**src/rtl/vtg_pkg.sv**
```systemverilog
package vtg_pkg;

    localparam int POS_W = 16;

    typedef logic [POS_W-1:0] pos_t;

    // one axis of mode-line geometry, all counted from first visible position
    typedef struct packed {
        pos_t vis;
        pos_t fp_end;
        pos_t sync_end;
        pos_t total;
    } mode_t;

    // position-derived flags for the value the counter will hold next cycle
    typedef struct packed {
        logic in_vis;
        logic on_last;
    } flags_t;

    function automatic pos_t step_pos(pos_t p, mode_t m);
        return (p >= m.total - pos_t'(1)) ? '0 : p + pos_t'(1);
    endfunction

    function automatic logic sync_level(pos_t p, mode_t m);
        return !((p >= m.fp_end) && (p < m.sync_end));
    endfunction

endpackage

```
**src/rtl/vtg_axis.sv**
```systemverilog
module vtg_axis
    import vtg_pkg::*;
(
    input  logic   clk,
    input  logic   rst,
    input  logic   adv,
    input  mode_t  mode,
    output pos_t   pos_nxt,
    output flags_t flg_nxt,
    output logic   sync_n
);

    pos_t pos_q;

    always_comb begin
        pos_nxt        = adv ? step_pos(pos_q, mode) : pos_q;
        flg_nxt.in_vis = (pos_nxt < mode.vis);
        flg_nxt.on_last = (pos_nxt == mode.vis - pos_t'(1));
    end

    always_ff @(posedge clk) begin
        if (rst) begin
            pos_q  <= '0;
            sync_n <= 1'b1;
        end else begin
            pos_q  <= pos_nxt;
            sync_n <= sync_level(pos_nxt, mode);
        end
    end

endmodule

```
**src/rtl/vtg_strobes.sv**
```systemverilog
module vtg_strobes
    import vtg_pkg::*;
(
    input  logic   clk,
    input  logic   rst,
    input  flags_t h_f,
    input  flags_t v_f,
    output logic   rd,
    output logic   eol,
    output logic   eof
);

    logic pre_rd;
    logic eof_d;
    logic hold_q;

    always_comb begin
        pre_rd = h_f.in_vis && v_f.in_vis;
        eof_d  = h_f.on_last && v_f.on_last;
    end

    always_ff @(posedge clk) begin
        if (rst) begin
            rd     <= 1'b0;
            eol    <= 1'b0;
            eof    <= 1'b0;
            hold_q <= 1'b1;
        end else begin
            rd  <= pre_rd && !hold_q;
            eol <= h_f.on_last;
            eof <= eof_d;
            if (eof) hold_q <= 1'b0;
        end
    end

endmodule

```
**src/rtl/vtg_pix_mux.sv**
```systemverilog
module vtg_pix_mux #(
    parameter int COL_W = 8,
    parameter int N_CH  = 3
) (
    input  logic                        sel,
    input  logic [N_CH-1:0][COL_W-1:0]  ext_px,
    input  logic [N_CH-1:0][COL_W-1:0]  tst_px,
    output logic [N_CH-1:0][COL_W-1:0]  out_px
);

    for (genvar c = 0; c < N_CH; c++) begin : g_ch
        assign out_px[c] = sel ? tst_px[c] : ext_px[c];
    end

endmodule

```
**src/rtl/vtg_timing_gen.sv**
```systemverilog
module vtg_timing_gen
    import vtg_pkg::*;
#(
    parameter int COL_W = 8
) (
    input  logic             clk,
    input  logic             rst,
    input  logic [15:0]      h_vis,
    input  logic [15:0]      h_fp_end,
    input  logic [15:0]      h_sync_end,
    input  logic [15:0]      h_total,
    input  logic [15:0]      v_vis,
    input  logic [15:0]      v_fp_end,
    input  logic [15:0]      v_sync_end,
    input  logic [15:0]      v_total,
    input  logic             test_sel,
    input  logic [COL_W-1:0] ext_r,
    input  logic [COL_W-1:0] ext_g,
    input  logic [COL_W-1:0] ext_b,
    input  logic [COL_W-1:0] tst_r,
    input  logic [COL_W-1:0] tst_g,
    input  logic [COL_W-1:0] tst_b,
    output logic             hsync_n,
    output logic             vsync_n,
    output logic             rd,
    output logic             eol,
    output logic             eof,
    output logic [COL_W-1:0] red,
    output logic [COL_W-1:0] grn,
    output logic [COL_W-1:0] blu
);

    localparam int N_CH = 3;

    mode_t  h_mode, v_mode;
    pos_t   h_nxt, v_nxt;
    flags_t h_f, v_f;
    logic   v_adv;

    logic [N_CH-1:0][COL_W-1:0] ext_px, tst_px, out_px;

    assign h_mode = '{vis: h_vis, fp_end: h_fp_end, sync_end: h_sync_end, total: h_total};
    assign v_mode = '{vis: v_vis, fp_end: v_fp_end, sync_end: v_sync_end, total: v_total};

    // a line ends for the vertical counter where horizontal sync begins
    assign v_adv = (h_nxt == h_mode.fp_end);

    vtg_axis u_h (
        .clk(clk), .rst(rst), .adv(1'b1), .mode(h_mode),
        .pos_nxt(h_nxt), .flg_nxt(h_f), .sync_n(hsync_n)
    );

    vtg_axis u_v (
        .clk(clk), .rst(rst), .adv(v_adv), .mode(v_mode),
        .pos_nxt(v_nxt), .flg_nxt(v_f), .sync_n(vsync_n)
    );

    vtg_strobes u_stb (
        .clk(clk), .rst(rst), .h_f(h_f), .v_f(v_f),
        .rd(rd), .eol(eol), .eof(eof)
    );

    assign ext_px = {ext_b, ext_g, ext_r};
    assign tst_px = {tst_b, tst_g, tst_r};

    vtg_pix_mux #(.COL_W(COL_W), .N_CH(N_CH)) u_mux (
        .sel(test_sel), .ext_px(ext_px), .tst_px(tst_px), .out_px(out_px)
    );

    assign red = out_px[0];
    assign grn = out_px[1];
    assign blu = out_px[2];

endmodule

```
**config.mk**
```make
export PLATFORM = sky130hd
export DESIGN_NAME = vtg_timing_gen
export DESIGN_NICKNAME = d
export VERILOG_FILES = /design/src/rtl/vtg_pkg.sv /design/src/rtl/vtg_axis.sv /design/src/rtl/vtg_strobes.sv /design/src/rtl/vtg_pix_mux.sv /design/src/rtl/vtg_timing_gen.sv
export SDC_FILE = /design/constraint.sdc
export NUM_CORES = 1
export LEC_CHECK = 0
export ABC_AREA = 1
export ABC_CLOCK_PERIOD_IN_PS = 5350
export BUFFER_PORTS_ARGS = -buffer_cell sky130_fd_sc_hd__buf_2
export CAP_MARGIN = 40
export CORE_MARGIN = 2
export CORE_UTILIZATION = 50
export CTS_BUF_LIST = sky130_fd_sc_hd__clkbuf_8
export CTS_CLUSTER_SIZE = 12
export DETAILED_ROUTE_END_ITERATION = 8
export GPL_ROUTABILITY_DRIVEN = 0
export HOLD_SLACK_MARGIN = 0.02
export PLACE_DENSITY = 0.8
export SETUP_SLACK_MARGIN = 0.4
export SYNTH_ARGS = -nofsm -noshare
export SYNTH_HDL_FRONTEND = slang
export SYNTH_HIERARCHICAL = 1
export SYNTH_SLANG_ARGS = --single-unit
```
**constraint.sdc**
```tcl
create_clock -name clk -period 5.35 [get_ports clk]
set_input_delay 0.8025 -clock clk [delete_from_list [all_inputs] [get_ports clk]]
set_output_delay 0.8025 -clock clk [all_outputs]
set_load 0.01 [all_outputs]
```
After elaboration in Yosys (flattened, before gate mapping)

Index checks and enable logic that the tools add are counted.

Add/sub/neg operators: 6
Order comparisons: 8
Equality and inequality tests: 3
Muxes and demuxes: 6
Reductions and logical operators: 8

Operators by type and width:

| kind                  | number |
|---|---|
| $ge 16x16->1          | 4 |
| $lt 16x16->1          | 4 |
| $sub 16x1->16 const B | 4 |
| $eq 16x16->1          | 3 |
| $mux 16               | 3 |
| $add 16x1->16 const B | 2 |
| $mux 8                | 3 |
| $logic_and 1x1->1     | 5 |
| $logic_not 1->1       | 3 |

Flip-flop bits (word level): 38
Output and inout bits: 29
Word-level logic and storage cells: 39

Depth between registers and ports, before layout

Word-level depth: 8
Mapped depth: 45
Gate-level depth less buffers: 43

Cells and area by module

Netlist, hierarchy kept.

By module, submodules not included:

| module          | times used | cells each | area each (um2) |
|---|---|---|---|
| vtg_axis at u_v | 1          | 549        | 3485.8 |
| vtg_axis at u_h | 1          | 528        | 3303.2 |
| vtg_pix_mux     | 1          | 78         | 374.1 |
| vtg_timing_gen  | 1          | 52         | 250.2 |
| vtg_strobes     | 1          | 14         | 123.9 |

Least setup slack after synthesis

Ideal clock, no wire load.

Path kind: input port to flip-flop
Start point: input port h_total[0]
End point: register u_v.sync_n
Data arrival time: 5.536 ns
Required time: 5.238 ns
Path slack: -0.298 ns
Cell stages on the path: 39
Buffers on the path: 2
Cells stage by stage: inv_1 ha_1 nand3_1 nor3_1 nand3_1 nor3_1 nand3b_1 xor2_1 inv_1 ha_1 nand2_1 o21ai_0 a21oi_1 nand2_1 nand2_1 buf_2 nand3_1 inv_1 (+3 left out) nor2_1 nand2_1 nor2_1 buf_6 nand2_2 nor2_2 nand3_2 nor2_4 xnor2_1 or2_4 inv_1 ha_1 a21oi_1 o21ai_0 a221oi_1 o2111ai_1 inv_1 nand2_1

Longest elaborated chain between the ends: 8
Elaborated cells on any way between the ends: 9
Classes of those cells: 1 x add/sub; 3 x order compare; 1 x eq/ne; 2 x mux; 2 x reduce/logical

RTL lines:

| element                                             | RTL line             | text |
|---|---|---|
| from (decl)                                         | vtg_timing_gen.sv:11 | `input logic [15:0] h_total,` |
| $sub 16x1->16 *                                     | vtg_pkg.sv:22        | `return (p >= m.total - pos_t'(1)) ? '0 : p + pos_t'(1);` |
| $ge 16x16->1 *                                      | vtg_pkg.sv:22        |  |
| $mux 16 *                                           | vtg_pkg.sv:22        |  |
| named net h_nxt[14]                                 | vtg_timing_gen.sv:36 | `pos_t h_nxt, v_nxt;` |
| $eq 16x16->1 *                                      | vtg_timing_gen.sv:46 | `assign v_adv = (h_nxt == h_mode.fp_end);` |
| named net v_adv                                     | vtg_timing_gen.sv:38 | `logic v_adv;` |
| $mux 16 *                                           | vtg_axis.sv:16       | `pos_nxt = adv ? step_pos(pos_q, mode) : pos_q;` |
| named net v_nxt[11]                                 | vtg_timing_gen.sv:36 |  |
| $ge 16x16->1 / $lt 16x16->1 (equally long branches) | vtg_pkg.sv:26        | `return !((p >= m.fp_end) && (p < m.sync_end));` |
| $logic_and 1x1->1 *                                 | vtg_pkg.sv:26        |  |
| $logic_not 1->1 *                                   | vtg_pkg.sv:26        |  |
| to (signal assigned)                                | vtg_axis.sv:27       | `sync_n <= sync_level(pos_nxt, mode);` |
| to (decl)                                           | vtg_axis.sv:10       | `output logic sync_n` |

The timed path passes the listed nets; every way through them passes the cells marked *.
A chain may end at the register's enable or synchronous reset.

Worst setup path in the final report

Start point: input port h_total[2]
End point: register u_v.sync_n

The elaborated chain is that of the path after synthesis.

==> out/metrics.csv <==
stage,metric,value,unit
run_status,status,finished with violations,
run_status,violations,setup timing,
worst_hold_path,hold_path_class,flip-flop to flip-flop,
critical_path,end_kind,flip-flop,
detailed_routing,drc,0,
detailed_routing,firstDrtPassIters,5,
synthesis,synth_area_leaders,"ha_1 22%, nand2_1 16%, inv_1 12%",
sta,fin_setup_tns,-0.1711,ns
worst_hold_path,hold_end,u_stb/hold_q$_SDFFE_PP1P_,
floorplan,rows,44,
floorplan,start_util,51.47,%
flow_run,drv_cap,0,
sta,rsz0062_at_grt,true,
cts,cts_htree_levels,2,
critical_path,r2r_cells,34,
synthesis,yosys.area.top_type,ha_1,
sta,finalHoldViolCount,0,
pwr,ir_worst_vdd,0.0001077,V
sta,worst_slack,-0.1607,ns
sta,slew_violations,0,
detailed_routing,topRoutingLayerUsed,met4,
cts,hold_buffers,0,
critical_path,path_class,primary input to flip-flop,
detailed_routing,vias,8572,
synthesis,synthesis.nets,1532,
cts,clockBufferDepth,2,
synthesis,synth_cell_types,52,
sta,clock.fmax,181.5,MHz
critical_path,rrSetupSlack,1.06,ns
synthesis,synth_seq_area_share,10.09,%
cts,cts_made_buffers,5,
place,post-dp-hpwl,18190,um
synthesis,netlist_area,7537,um^2
final_layout,final_cell_mix,"300 x nand2_1, 211 x inv_1, 205 x buf_2",
final_layout,stdcell_count,1738,
critical_path,critPathSlowestCell,ha_4,
sta,tightest_slew,0.7459,ns
final_layout,regArea,760.7,um^2
critical_path,worstPathArrival,5.72,ns
sta,slew_headroom,50.27,%
grt,grt_pass1_wl,36110,um
sta,period_minus_slack,5.511,ns
floorplan,die_w,126.8,um
floorplan,die_area,16070,um^2
synthesis,synthCells,1221,
worst_hold_path,holdPathStages,2,
critical_path,worst_r2r_endpoint,u_v/sync_n$_SDFF_PP1_,
detailed_routing,dr_wl_met2,11650,um
cts,path_clk_slew,0.09,ns
cts,cts_tree,yes,
critical_path,r2r-start,u_h/pos_q[7]$_SDFF_PP0_,
final_layout,area_growth,35.81,%
critical_path,cp.required,5.56,ns
critical_path,path_common_cell,nand2_1,
critical_path,critPathLaunchType,primary input,
critical_path,cp_max_fo,5,
grt,grt_use_total,26.80,%
cts,cts_sinks,38,
place,port_buffers,207,
pwr,powerDensity,84.26,nW/um^2
synthesis,synth-seq-cells,38,
pwr,leakagePower,6.092,nW
final_layout,antenna_cells,0,
floorplan,pin_count,208,
detailed_routing,drt-total-wl,22160,um
detailed_routing,ant_nets,0,
place,place_ws,-0.5937,ns
final_layout,drive_above_1_share,32.95,%
grt,grt_antenna_before_repair,0,
grt,grt_max_degree,39,
detailed_routing,wl_per_cell,12.75,um
floorplan,core,14640,um^2
detailed_routing,first_iter_violations,441,
worst_hold_path,min_from,u_stb/hold_q$_SDFFE_PP1P_,
sta,setup_viol,2,
synthesis,ys_warn_count,6,
sta,fin_crit_sh,103.0,%
grt,grt_pass1_vias,8373,
final_layout,multiInputGateArea,6055,um^2
detailed_routing,wl_met1,8876,um
sta,fin_worst_skew,0.007758,ns
floorplan,die_h,126.8,um
final_layout,final.fill_count,1252,
cts,clkLatencyLatePin,0.31,ns
critical_path,slowest_delay,0.29,ns
synthesis,avgSynthCellArea,6.173,um^2
place,placed_cells_incl_taps,1697,
final_layout,nets,1864,
pwr,power,0.8625,mW
grt,overflow,0,
cts,clockRootBuffer,clkbuf_8,
synthesis,synth_top_area_share,21.91,%
final_layout,layout_commonest_cell,nand2_1,
detailed_routing,vias_per_cell,4.932,
detailed_routing,met3WireLength,1021,um
## sequential cells by signal (all words and copies together), names as in the netlist
signal,cells
u_v/sync_n,1
u_stb/eof,1
u_h/sync_n,1
u_v/pos_q,16
u_h/pos_q,16
u_stb/eol,1
u_stb/rd,1
u_stb/hold_q,1
## layout make-up
cell class / instances / share of cell area (%)
Tap cell: 184 / 2.249
Timing Repair Buffer: 339 / 20.73
Clock inverter: 2 / 0.1222
Multi-Input combinational cell: 919 / 59.15
Clock buffer: 6 / 0.8067
Inverter: 250 / 9.510
Sequential cell: 38 / 7.432
## synthesized netlist by cell type, drive strengths merged
| master | n |
|---|---|
| a221oi | 1 |
| and2 | 2 |
| nand3b | 7 |
| a21o | 1 |
| nor2 | 139 |
| xor2 | 50 |
| nand2 | 344 |
| a211oi | 2 |
| dfxtp | 38 |
| o21bai | 1 |
| ha | 132 |
| clkbuf | 3 |
| o21ai | 20 |
| conb | 1 |
| a31oi | 1 |
| or2 | 2 |
| xnor2 | 38 |
| inv | 247 |
| a2111oi | 1 |
| o2111ai | 2 |
| buf | 12 |
| o211ai | 6 |
| a21oi | 58 |
| nor4 | 2 |
| nor3 | 26 |
| nand4 | 21 |
| clkinv | 3 |
| nand3 | 59 |
| o21a | 2 |
## cell families (layout without fill, tap and decap cells)
kind of cell               after synthesis  in the layout  synth area share (%)
buffers and inverters                  265            597                 14.44
adders and majority gates              132            132                 21.91
xor gates and xnor gates                88             88                 10.52
and+or+nand+nor                        602            603                 36.01
DFF                                     38             38                 10.09
other                                    1              1               0.04975
AOI/OAI and AO/OA                       95             95                 6.972
## worst max path at each step
stage | slack (ns) | cells past startpoint | from | to
final | -0.16 | 41 | h_total[2] | u_v/sync_n$_SDFF_PP1_
after global routing | -0.62 | 43 | h_total[2] | u_v/sync_n$_SDFF_PP1_
after CTS | -0.09 | 40 | h_total[2] | u_v/sync_n$_SDFF_PP1_
after detailed placement | -0.59 | 44 | h_total[1] | u_v/sync_n$_SDFF_PP1_
after global placement | -0.45 | 44 | h_total[1] | u_v/sync_n$_SDFF_PP1_
after floorplan | -0.01 | 39 | h_total[1] | u_v/sync_n$_SDFF_PP1_
## metal layers
layer | vias to the layer above | GRT usage [%]
li1 | 4463 | -
met1 | 3800 | 29.96
met2 | 246 | 52.62
met3 | 63 | 3.838
met4 | 0 | 7.175
met5 | - | 0
## critical path: cells and delay by family
family,cells,cell delay (ns)
XOR/XNOR,2,0.33
AND/OR/NAND/NOR,22,2.31
adder cells (fa/ha/maj),2,0.58
buffers and inverters,11,1.01
AO/OA/AOI/OAI,4,0.68
## per-stage QoR
step / util, % / cell area (um^2) / hold WS [ns]
2_1_floorplan: - / 7671 / 0.4305
3_3_place_gp: 65.15 / 9540 / 0.4454
3_5_place_dp: 65.15 / 9540 / 0.4508
4_1_cts: 68.25 / 9995 / 0.4632
5_1_grt: 69.90 / 10240 / 0.4947
6_report: 69.90 / 10240 / 0.4592
## what timing repair did
item	CTS	global route
buffers inserted	25	6
setup endpoints to repair	3	15
cloned	1	1
resized for setup	40	46
pin swaps	29	15
## power by group
group          switching, mW  total [mW]  leakage [nW]  internal (mW)
sequential           0.00143       0.285         0.306          0.284
combinational          0.198       0.354          5.74          0.156
clock                  0.120       0.224        0.0472          0.104
(Power assumes the default switching activity.)
